**config.mk**
```make
export PLATFORM = sky130hd
export DESIGN_NAME = brc_resolver
export DESIGN_NICKNAME = d
export VERILOG_FILES = /design/src/rtl/brc_pkg.sv /design/src/rtl/brc_decode.sv /design/src/rtl/brc_cond_eval.sv /design/src/rtl/brc_target.sv /design/src/rtl/brc_resolver.sv
export SDC_FILE = /design/constraint.sdc
export NUM_CORES = 1
export LEC_CHECK = 0
export BUFFER_PORTS_ARGS = -buffer_cell sky130_fd_sc_hd__buf_2
export CAP_MARGIN = 0
export CORE_AREA = 2 2 67 69
export DETAILED_ROUTE_END_ITERATION = 10
export DIE_AREA = 0 0 69 71
export PLACE_DENSITY = 0.78
export SYNTH_ARGS = -nofsm -noshare
export SYNTH_HDL_FRONTEND = slang
export SYNTH_SLANG_ARGS = --single-unit
```
**constraint.sdc**
```tcl
create_clock -name clk -period 0.9 [get_ports clk]
set_clock_uncertainty 0.05 [all_clocks]
set_input_delay 0.045 -clock clk [delete_from_list [all_inputs] [get_ports clk]]
set_output_delay 0.045 -clock clk [all_outputs]
set_load 0.005 [all_outputs]
```
**src/rtl/brc_pkg.sv**
```systemverilog
package brc_pkg;
  localparam int unsigned OP_W   = 8;
  localparam int unsigned DISP_W = 8;
  localparam int unsigned PC_W   = 16;
  localparam int unsigned INSN_LEN = 2;

  typedef enum logic [3:0] {
    COND_ALWAYS,
    COND_NEVER,
    COND_SLE,
    COND_SLT,
    COND_ULO,
    COND_ULS,
    COND_MASK_CLR,
    COND_MASK_SET,
    COND_NEG,
    COND_POS,
    COND_NZERO,
    COND_NONE
  } cond_e;

  typedef struct packed {
    logic v;
    logic i;
    logic n;
    logic z;
    logic c;
  } flags_t;
endpackage

```
**src/rtl/brc_decode.sv**
```systemverilog
module brc_decode
  import brc_pkg::*;
#(
  parameter int unsigned OPW = OP_W
) (
  input  logic [OPW-1:0] opcode,
  output cond_e          cond,
  output logic           known
);
  always_comb begin
    cond  = COND_NONE;
    known = 1'b1;
    case (opcode)
      8'h20:   cond = COND_ALWAYS;
      8'h21:   cond = COND_NEVER;
      8'h93:   cond = COND_SLE;
      8'h91:   cond = COND_SLT;
      8'h25:   cond = COND_ULO;
      8'h23:   cond = COND_ULS;
      8'h2C:   cond = COND_MASK_CLR;
      8'h2D:   cond = COND_MASK_SET;
      8'h2B:   cond = COND_NEG;
      8'h2A:   cond = COND_POS;
      8'h26:   cond = COND_NZERO;
      default: begin
        cond  = COND_NONE;
        known = 1'b0;
      end
    endcase
  end
endmodule

```
**src/rtl/brc_cond_eval.sv**
```systemverilog
module brc_cond_eval
  import brc_pkg::*;
(
  input  cond_e  cond,
  input  flags_t fl,
  output logic   hit
);
  logic sign_lt;

  assign sign_lt = fl.n ^ fl.v;

  always_comb begin
    case (cond)
      COND_ALWAYS:   hit = 1'b1;
      COND_NEVER:    hit = 1'b0;
      COND_SLE:      hit = fl.z | sign_lt;
      COND_SLT:      hit = sign_lt;
      COND_ULO:      hit = fl.c;
      COND_ULS:      hit = fl.c | fl.z;
      COND_MASK_CLR: hit = ~fl.i;
      COND_MASK_SET: hit = fl.i;
      COND_NEG:      hit = fl.n;
      COND_POS:      hit = ~fl.n;
      COND_NZERO:    hit = ~fl.z;
      default:       hit = 1'b0;
    endcase
  end
endmodule

```
**src/rtl/brc_target.sv**
```systemverilog
module brc_target
  import brc_pkg::*;
#(
  parameter int unsigned PCW = PC_W,
  parameter int unsigned DW  = DISP_W,
  parameter int unsigned LEN = INSN_LEN
) (
  input  logic [PCW-1:0] pc,
  input  logic [DW-1:0]  disp,
  input  logic           take,
  output logic [PCW-1:0] npc
);
  localparam int unsigned EXT_W = PCW - DW;
  localparam logic [PCW-1:0] LEN_V = PCW'(LEN);

  logic [PCW-1:0] seq_pc;
  logic [PCW-1:0] disp_x;

  generate
    if (EXT_W > 0) begin : g_ext
      assign disp_x = {{EXT_W{disp[DW-1]}}, disp};
    end else begin : g_noext
      assign disp_x = disp[PCW-1:0];
    end
  endgenerate

  assign seq_pc = pc + LEN_V;
  assign npc    = take ? (seq_pc + disp_x) : seq_pc;
endmodule

```
**src/rtl/brc_resolver.sv**
```systemverilog
module brc_resolver
  import brc_pkg::*;
#(
  parameter int unsigned PCW = PC_W,
  parameter int unsigned DW  = DISP_W,
  parameter int unsigned OPW = OP_W
) (
  input  logic           clk,
  input  logic           rst_n,
  input  logic           start,
  input  logic [OPW-1:0] opcode,
  input  logic [DW-1:0]  disp,
  input  logic [PCW-1:0] pc,
  input  logic           flag_v,
  input  logic           flag_h,
  input  logic           flag_i,
  input  logic           flag_n,
  input  logic           flag_z,
  input  logic           flag_c,
  output logic           taken,
  output logic           grp_valid,
  output logic [PCW-1:0] next_pc
);
  logic [1:0] rst_sync;
  logic       rst_q_n;
  always_ff @(posedge clk or negedge rst_n) begin
    if (!rst_n) rst_sync <= 2'b00;
    else        rst_sync <= {rst_sync[0], 1'b1};
  end
  assign rst_q_n = rst_sync[1];

  logic unused_h;
  assign unused_h = flag_h;

  flags_t fl;
  assign fl = '{v: flag_v, i: flag_i, n: flag_n, z: flag_z, c: flag_c};

  cond_e          cond;
  logic           known;
  logic           hit;
  logic [PCW-1:0] npc;

  brc_decode #(.OPW(OPW)) u_dec (
    .opcode (opcode),
    .cond   (cond),
    .known  (known)
  );

  brc_cond_eval u_eval (
    .cond (cond),
    .fl   (fl),
    .hit  (hit)
  );

  brc_target #(.PCW(PCW), .DW(DW), .LEN(INSN_LEN)) u_tgt (
    .pc   (pc),
    .disp (disp),
    .take (hit),
    .npc  (npc)
  );

  logic           taken_d, valid_d;
  logic [PCW-1:0] npc_d;

  always_comb begin
    taken_d = taken;
    valid_d = grp_valid;
    npc_d   = next_pc;
    if (start) begin
      taken_d = hit & known;
      valid_d = known;
      npc_d   = npc;
    end
  end

  always_ff @(posedge clk or negedge rst_q_n) begin
    if (!rst_q_n) begin
      taken     <= 1'b0;
      grp_valid <= 1'b0;
      next_pc   <= '0;
    end else begin
      taken     <= taken_d;
      grp_valid <= valid_d;
      next_pc   <= npc_d;
    end
  end
endmodule

```
==> impl_summary.md, run 1 <==
Status
The final reports fail on setup timing. The flow ran to the end, but the final reports show violations.

Place
The last weighted congestion value of the routability-driven placer is 0.8811. The minimum setup slack after placement is -1.559 ns. The placed instance count is 418. The HPWL after detailed placement is 4911 microns.

The number of port buffers is between 50 and 60.

STA
Timing would allow up to 0.4247 GHz. The max-slew violation total from the final report is 0. Setup violations remaining at the end of the flow were counted as 26. The hold violation count in the final report is 0. Across all hold checks on the routed design, the worst slack comes to 0.02424 ns. The clock period minus final worst setup slack is 2.355 ns. Dividing the final minimum period by the clock period gives 2.616. Once routing completed, OpenROAD measured the worst setup slack at -1.455 ns. Setup repair after global routing could not meet its margin everywhere.

Min path
The path type of the worst min-delay path is in2async.

Setup path
The critical path arrival is 2.49 ns. The worst setup path is captured at a flip-flop. The slowest cell on the critical path is or3_1. Among cell families on the critical path, the largest total delay comes from simple AND/OR/NAND/NOR gates. Walking the worst path, the cells encountered are buf_8 -> and3_4 -> nand3_2 -> nor2_2 -> nand3_1 -> xnor2_1 -> ha_1 -> or3_1 -> o21ai_0 -> o21bai_1 -> nor2b_1 -> o211ai_1. At the worst endpoint, the required time is 1.03 ns. For this run, the slowest stage of the critical path takes 0.32 ns. Of all nets on the critical path, the largest fanout is 4. The buffer and inverter count on the worst path is 1. The worst setup path is of the in2reg kind.

The worst setup path is launched from an input port.

Floorplanning
Row generation in the floorplan step produced 24 rows. The area enclosed by the die boundary is just under 5000 sq um. During I/O placement, the number of pins put on the boundary was 59. The starting utilization of the core area is 0.5027. The core outline area is approximately 4200 sq um. Measured along the y axis, the die boundary spans 71 microns. The chip width is between 60 and 70 microns.

Global routing
The via count of the first global-routing pass is about 2700. The initial antenna violation count is 0. Entering global routing, the biggest net connects 19 pins.

The global-route wire length before repair is about 13000 microns. The final global-route overflow total is 0. The total routing usage reported by global routing is 0.3303.

CTS
For the worst-skew pair, the clock arrives at the later sink with an insertion delay of 0.27 ns. Clock-pin slew was measured on the worst setup and hold paths at about 0.09 ns. CTS built an H-tree with a depth of 1. TritonCTS built the clock tree.

In this run, CTS created clock tree buffers numbering 3. The clock root buffer is clkbuf_8. CTS saw 20 sinks. The maximum buffer depth of the clock tree is 2.

Logic synthesis
After synthesis, the cell types taking the most area are dfrtp_1 24%, ha_1 9.5%, xnor2_1 7.5%. The most used flip-flop cell after synthesis is dfrtp_1. The async set-reset flop share out of synthesis is 1.000. During synthesis, Yosys emitted a total of 0 warnings. The number of flops mapped to enable cells by yosys is 0.

Counting flops and latches in the post-synthesis netlist gives 20. The share of the Yosys chip area taken by registers is 0.2368. The post-synthesis net count is 305. The post-synthesis cell type with the largest combined area is dfrtp_1. The number of distinct library cell variants in the gate-level netlist after synthesis is 59. A synthesized cell averages 8.556 sq um. The proportion of netlist area held by the largest area contributor is 0.2368.

The cell area after synthesis is 2113 sq um. The number of instances in the synthesized netlist is 247.

Pwr
The reported leakage power is 1.709 nW. The peak ir drop on the vdd network is 680.0 uV. Overall power consumption after layout is estimated at 4.197 mW. The power density relative to cell area is 1104 nW/um^2.

Cells and area
The end-of-flow core utilization is 0.9045. Counting the fill cells in the layout gives 176. Of the cells placed in the final design, the portion with a size suffix greater than 1 is 0.5641. 0 antenna diodes ended up in the layout. The area growth from synthesis to layout is 79.93%. The area taken by multi-input logic gates is 2002 sq um. After the last flow step, the layout net total stands at roughly 450. The finished layout holds ~440 standard cells, fillers aside.

Summing all flip-flop and latch instances after layout gives 500.5 sq um.

Routing
For this block, the initial DRC count from the detailed router was 284. After detailed routing, the average wire length per cell comes to 22.54 microns. The mean number of vias per cell is 6.428. The number of nets with antenna violations after routing is 0.

Detailed routing inserted a total of 2841 vias. The final routed wirelength across all metal layers is 9961 microns. The first detailed-routing pass ran for 5 iterations.

The post-route DRC violation count is 0.

Run
Across the run, the number of max-cap violations was 0.
==> synth_stat cells (2+ instances only) <==
| master | number |
|---|---|
| nor3b_1 | 3 |
| nor2_1 | 27 |
| o211ai_1 | 3 |
| nand2_1 | 16 |
| buf_2 | 3 |
| a32oi_1 | 2 |
| and3_1 | 4 |
| or3_1 | 2 |
| nand4_1 | 2 |
| o21a_1 | 3 |
| a31o_1 | 2 |
| xor2_1 | 10 |
| inv_1 | 3 |
| mux2i_1 | 14 |
| o21ai_0 | 4 |
| clkbuf_1 | 4 |
| o21ai_1 | 4 |
| nand3_1 | 10 |
| xnor2_1 | 18 |
| a211oi_1 | 4 |
| nand3b_1 | 2 |
| a21oi_1 | 26 |
| nor2b_1 | 5 |
| nor3_1 | 3 |
| a21o_1 | 5 |
| dfrtp_1 | 20 |
| ha_1 | 16 |
==> final timing paths <==
path | startpoint | to | slack (ns) | cells after the start
setup reg to reg | next_pc[14] | next_pc[14] | -0.01 | 2
min in group clk | start | grp_valid | 0.04 | 2
setup / recovery | pc[3] | next_pc[15] | -1.45 | 12
hold / removal | rst_n | rst_sync[0] | 0.02 | 2
hold reg to reg | rst_sync[1] | taken | 0.16 | 1
max in group asynchronous | rst_sync[1] | next_pc[5] | 0.43 | 1
==> kinds of logic after synthesis <==
family	synth area share
AO/OA/AOI/OAI	0.2102
multiplexers	0.07341
other	0.001774
AND/OR/NAND/NOR	0.2197
buffers and inverters	0.03789
adder cells (fa/ha/maj)	0.1042
flip-flops	0.2368
XOR/XNOR	0.1160
==> area by class of cell <==
| cell class | count | area share |
|---|---|---|
| multi-input combinational | 214 | 0.5265 |
| timing repair buffer | 149 | 0.3031 |
| sequential | 20 | 0.1316 |
| tap | 52 | 0.01711 |
| clock buffer | 3 | 0.01086 |
| clock inverter | 1 | 0.007897 |
| inverter | 3 | 0.002961 |
==> per-stage QoR <==
| step | setup TNS, ns | cell area [sq um] |
|---|---|---|
| after floorplan | -18.06 | 2268 |
| after global placement | -22.06 | 3092 |
| after detailed placement | -23.20 | 3092 |
| after CTS | -17.96 | 3575 |
| after global routing | -22.39 | 3802 |
| final | -21.19 | 3802 |
==> where the power goes <==
group,leakage (nW),internal [mW],switching (mW)
logic,1.44,1.11,1.06
clock network,0.0357,0.595,0.377
registers,0.230,0.992,0.0657
total,1.71,2.69,1.50
==> cells in the final DEF, fill, tap and decap left out, drive strengths merged, types with 2 or more instances in the layout <==
cell,instances
buf,148
nor2,27
a21oi,26
dfrtp,20
xnor2,18
nand2,16
ha,16
mux2i,14
xor2,10
nand3,10
o21ai,8
a21o,5
nor2b,5
and3,4
o211ai,4
a211oi,4
inv,3
o21a,3
nor3b,3
clkbuf,3
nor3,3
nand4,2
nand3b,2
a31o,2
nor4b,2
and2,2
a32oi,2
or3,2
==> sequential cells by signal (all words and copies together) (netlist names) <==
| register | flops |
|---|---|
| taken | 1 |
| grp_valid | 1 |
| next_pc | 16 |
| rst_sync | 2 |
==> timing repair <==
action | in CTS | in global routing
pin swaps | 36 | 29
setup endpoints to repair | 19 | 28
endpoints found under the hold margin | 2 | 0
hold buffers | 1 | 0
gates cloned | 3 | 0
gates resized for setup | 54 | 38
setup buffers | 9 | 8
==> layer usage <==
| metal | track usage | vias up | routed length (microns) |
|---|---|---|---|
| met2 | 0.5929 | 214 | 4908 |
| met1 | 0.3751 | 1361 | 3675 |
| met4 | 0.1961 | 0 | 713 |
| met5 | 0 | - | 0 |
| li1 | - | 1196 | - |
| met3 | 0.04274 | 70 | 663 |
Note: power is estimated with default switching activity, not from simulation.
==> inputs of run 2 (changes only) <==
==> constraint.sdc (replaced) <==
create_clock -name clk -period 2.2 [get_ports clk]
set_clock_uncertainty 0.05 [all_clocks]
set_input_delay 0.11 -clock clk [delete_from_list [all_inputs] [get_ports clk]]
set_output_delay 0.11 -clock clk [all_outputs]
set_load 0.005 [all_outputs]
==> impl_summary.md, run 2 (synthesis results as in run 1) <==
CTS
The number of H-tree levels is 1 (unchanged). The clock input transition at the sequential cells of the worst setup and hold paths was 0.08 ns (about the same). The clock latency of the later-clocked register in the worst-skew pair was 0.26 ns (about the same). The clock root buffer is clkbuf_8. The sink count of the clock tree is 20 (unchanged). The number of buffers inserted during clock tree synthesis is 3 (unchanged).

The maximum buffer depth of the clock tree came to 2 (unchanged). TritonCTS built the clock tree.

Setup path
The kind of cell with the highest combined delay along the critical path is compound AO/OA/AOI/OAI gates. The critical path goes through buf_8 -> and3_4 -> and3_4 -> xor2_4 -> ha_4 -> a211o_1 -> a311o_1 -> a21oi_2 -> o211ai_1 -> a31o_1 -> a21oi_2 -> xnor2_1 -> a31o_1. The critical path arrival is 2.41 ns (-0.08 ns).

The startpoint type of the worst setup path is an input port. STA classifies the critical path endpoint as a flip-flop. The peak fanout along the critical path is 4 (unchanged). The peak per-stage delay on the critical path is 0.29 ns (-0.03 ns). For this design, the slowest cell found on the critical path is a311o_1. The buffer and inverter count on the worst path is 1 (unchanged). By startpoint and endpoint, the worst setup path is classified as in2reg. The worst endpoint required time came to 2.31 ns (+1.28 ns).

STA
The worst-case setup margin in the final layout is -0.1029 ns (+1.352 ns). Measured against its own limit, the worst slew margin works out to 0.4936. The share of the clock period used by the worst path after layout is 1.047. Setup repair after global routing could not meet its margin everywhere. For the pin with the worst max-slew slack, the measured transition is approximately 0.76 ns. Static timing analysis puts the maximum clock frequency at approximately 0.43 GHz. The setup violation total in the final timing report is 3 (-88%). The hold violation count in the final report is 0 (unchanged). The max-slew violation total from the final report is 0 (unchanged). The clock period minus final worst setup slack is around 2.3 ns. The final-layout setup total negative slack was -0.1949 ns (+20.99 ns).

Place
The placed instance count came to 391 (-6.5%). The HPWL after detailed placement is 4470 microns (-9.0%). The post-place instance area is 2841 sq um (-8.1%). The number of port buffers is 57 (unchanged).

The last weighted congestion value of the routability-driven placer came to 0.8822 (+0.12%).

Cells and area
The number of fillers in the final layout came to 303 (+72%). The register name with the most flops is next_pc. The library cells used most frequently in the layout, excluding fill and tap cells, are 52 x buf_2, 51 x buf_4, 26 x nor2_1, 21 x a21oi_1, 20 x dfrtp_1. The end-of-flow core utilization came to 0.7524 (-0.1521). The final cell count without fillers is 403 (-8.8%). Leaving out fill and tap cells, the most frequent cell in the layout is buf_2. The final net count is 410 (-8.7%).

The area growth from synthesis to layout is 49.67%. The diode insertion count for antenna repair is 0 (unchanged). The largest registers in the layout are next_pc (16), rst_sync (2). The flip-flop count of the largest register after layout was 16 (unchanged). The post-layout instance area is 3163 sq um (-17%). The share of final-layout standard cells stronger than drive strength 1 is 0.4302 (-0.1339).

Global routing
The maximum number of pins on one net before global-route repair was 24 (+5). The initial antenna violation count is 0 (unchanged). The via count of the first global-routing pass is 2246 (-17%).

The final global-route overflow total is 0 (unchanged). The total routing usage reported by global routing was 0.2510 (-0.07934). The global-route wire length before repair is 10030 microns (-23%).

Status
The checks that failed: setup timing. The run finished, with violations left.

Pwr
The internal power contribution is 997.3 uW (-63%). The switching share of total power was 0.3229 (-0.03512). The total design power is 1.473 mW (-65%).

The clock share of power came to 0.254 (+0.022). The net switching power of the design is 475.6 uW (-68%). The logic gate share of total power was 0.453 (-0.063). The peak ir drop on the vdd network was 254.2 uV (-63%). The power density relative to cell area is 465.6 nW/um^2 (-58%).

The power share of the sequential group was 0.294 (+0.042). The reported leakage power is 1.424 nW (-17%).

Routing
The average wire per cell in the routed design is 15.78 microns (-30%). The final routed wirelength across all metal layers is 6359 microns (-36%). The post-route DRC violation count is 0 (unchanged). The number of vias in the routed layout is 2308 (-19%). The mean number of vias per cell was 5.727 (-11%). The number of optimization iterations in the first detailed-route pass came to 4 (-1). The count of routing violations after the opening detailed-route iteration is 141 (-50%). The number of nets with antenna violations after routing is 0 (unchanged).

Floorplanning
The chip width is 69 microns (unchanged). The I/O pin count came to 59 (unchanged). The starting utilization of the core area was 0.5027 (unchanged). The site row count is 24 (unchanged).

The area enclosed by the die boundary is 4899 sq um (unchanged). The die boundary height is 71 microns (unchanged). The core outline area is 4204 sq um (unchanged).

Run
The number of max-cap violations came to 0 (unchanged).

Min path
The path class of the tightest hold or removal check is in2async.
[run 2: cell types whose count changed in the layout (fill, tap and decap cells not counted), moves of 4 or more]
cell	change
buf_6	-13
buf_2	+4
a21oi_1	+4
buf_4	-26
[run 2: cell type report]
cell class	count	area (sq um)	share of cell area
clock inverters	1	30.03	0.009494
flip-flops and latches	20	500.5	0.1582
clock buffers	3	41.29	0.01305
repair buffers	110	733.2	0.2318
multi-input cells	214	1782	0.5633
well taps	52	65.06	0.02057
inverters	3	11.26	0.003560
[run 2: final timing paths]
| path | start | end | slack, ns | depth (start not counted) |
|---|---|---|---|---|
| min in group clk | pc[0] | next_pc[0] | 0.11 | 3 |
| max | pc[3] | next_pc[14] | -0.10 | 13 |
| min | rst_n | rst_sync[0] | 0.10 | 2 |
| min reg2reg | rst_sync[1] | next_pc[1] | 0.27 | 0 |
| max reg2reg | next_pc[14] | next_pc[14] | 1.33 | 2 |
| max in group asynchronous | rst_sync[1] | next_pc[11] | 1.36 | 0 |
[run 2: layer usage]
| metal | share of wire | up-vias | GRT usage |
|---|---|---|---|
| li1 | - | 1116 | - |
| met1 | 0.41 | 1124 | 0.2967 |
| met2 | 0.54 | 57 | 0.4669 |
| met3 | 0.030 | 11 | 0.02707 |
| met4 | 0.017 | 0 | 0.09586 |
| met5 | 0 | - | 0 |
[run 2: worst reg2reg max path, stage by stage, from the launching register on]
cell	delay, ns
dfrtp_1	0.40
o2bb2ai_1	0.14
a31o_1	0.18
[run 2: what timing repair did]
item                                    in CTS  in global routing
pin swaps                                    5                 17
endpoints found under the hold margin        2                  0
buffers inserted                             1                  6
gates resized for setup                     15                 18
endpoints found under the setup margin       3                  9
hold buffers                                 1                  0
[run 2: power by group through the flow]
stage / Sequential (mW) / Combinational [mW] / Clock (mW)
global placement: 0.439 / 0.553 / 0
CTS: 0.433 / 0.603 / 0.377
floorplan: 0.440 / 0.335 / 0
finish: 0.433 / 0.667 / 0.373
detailed placement: 0.439 / 0.572 / 0
global route: 0.439 / 0.724 / 0.395
[run 2: stage by stage]
step           hold WS [ns]  worst slack, ns
2_1_floorplan       -0.2356         -0.09049
3_3_place_gp        -0.1554          -0.3057
3_5_place_dp        -0.1520          -0.3273
4_1_cts              0.1108         -0.01660
5_1_grt              0.1087          -0.1876
6_report             0.1032          -0.1029
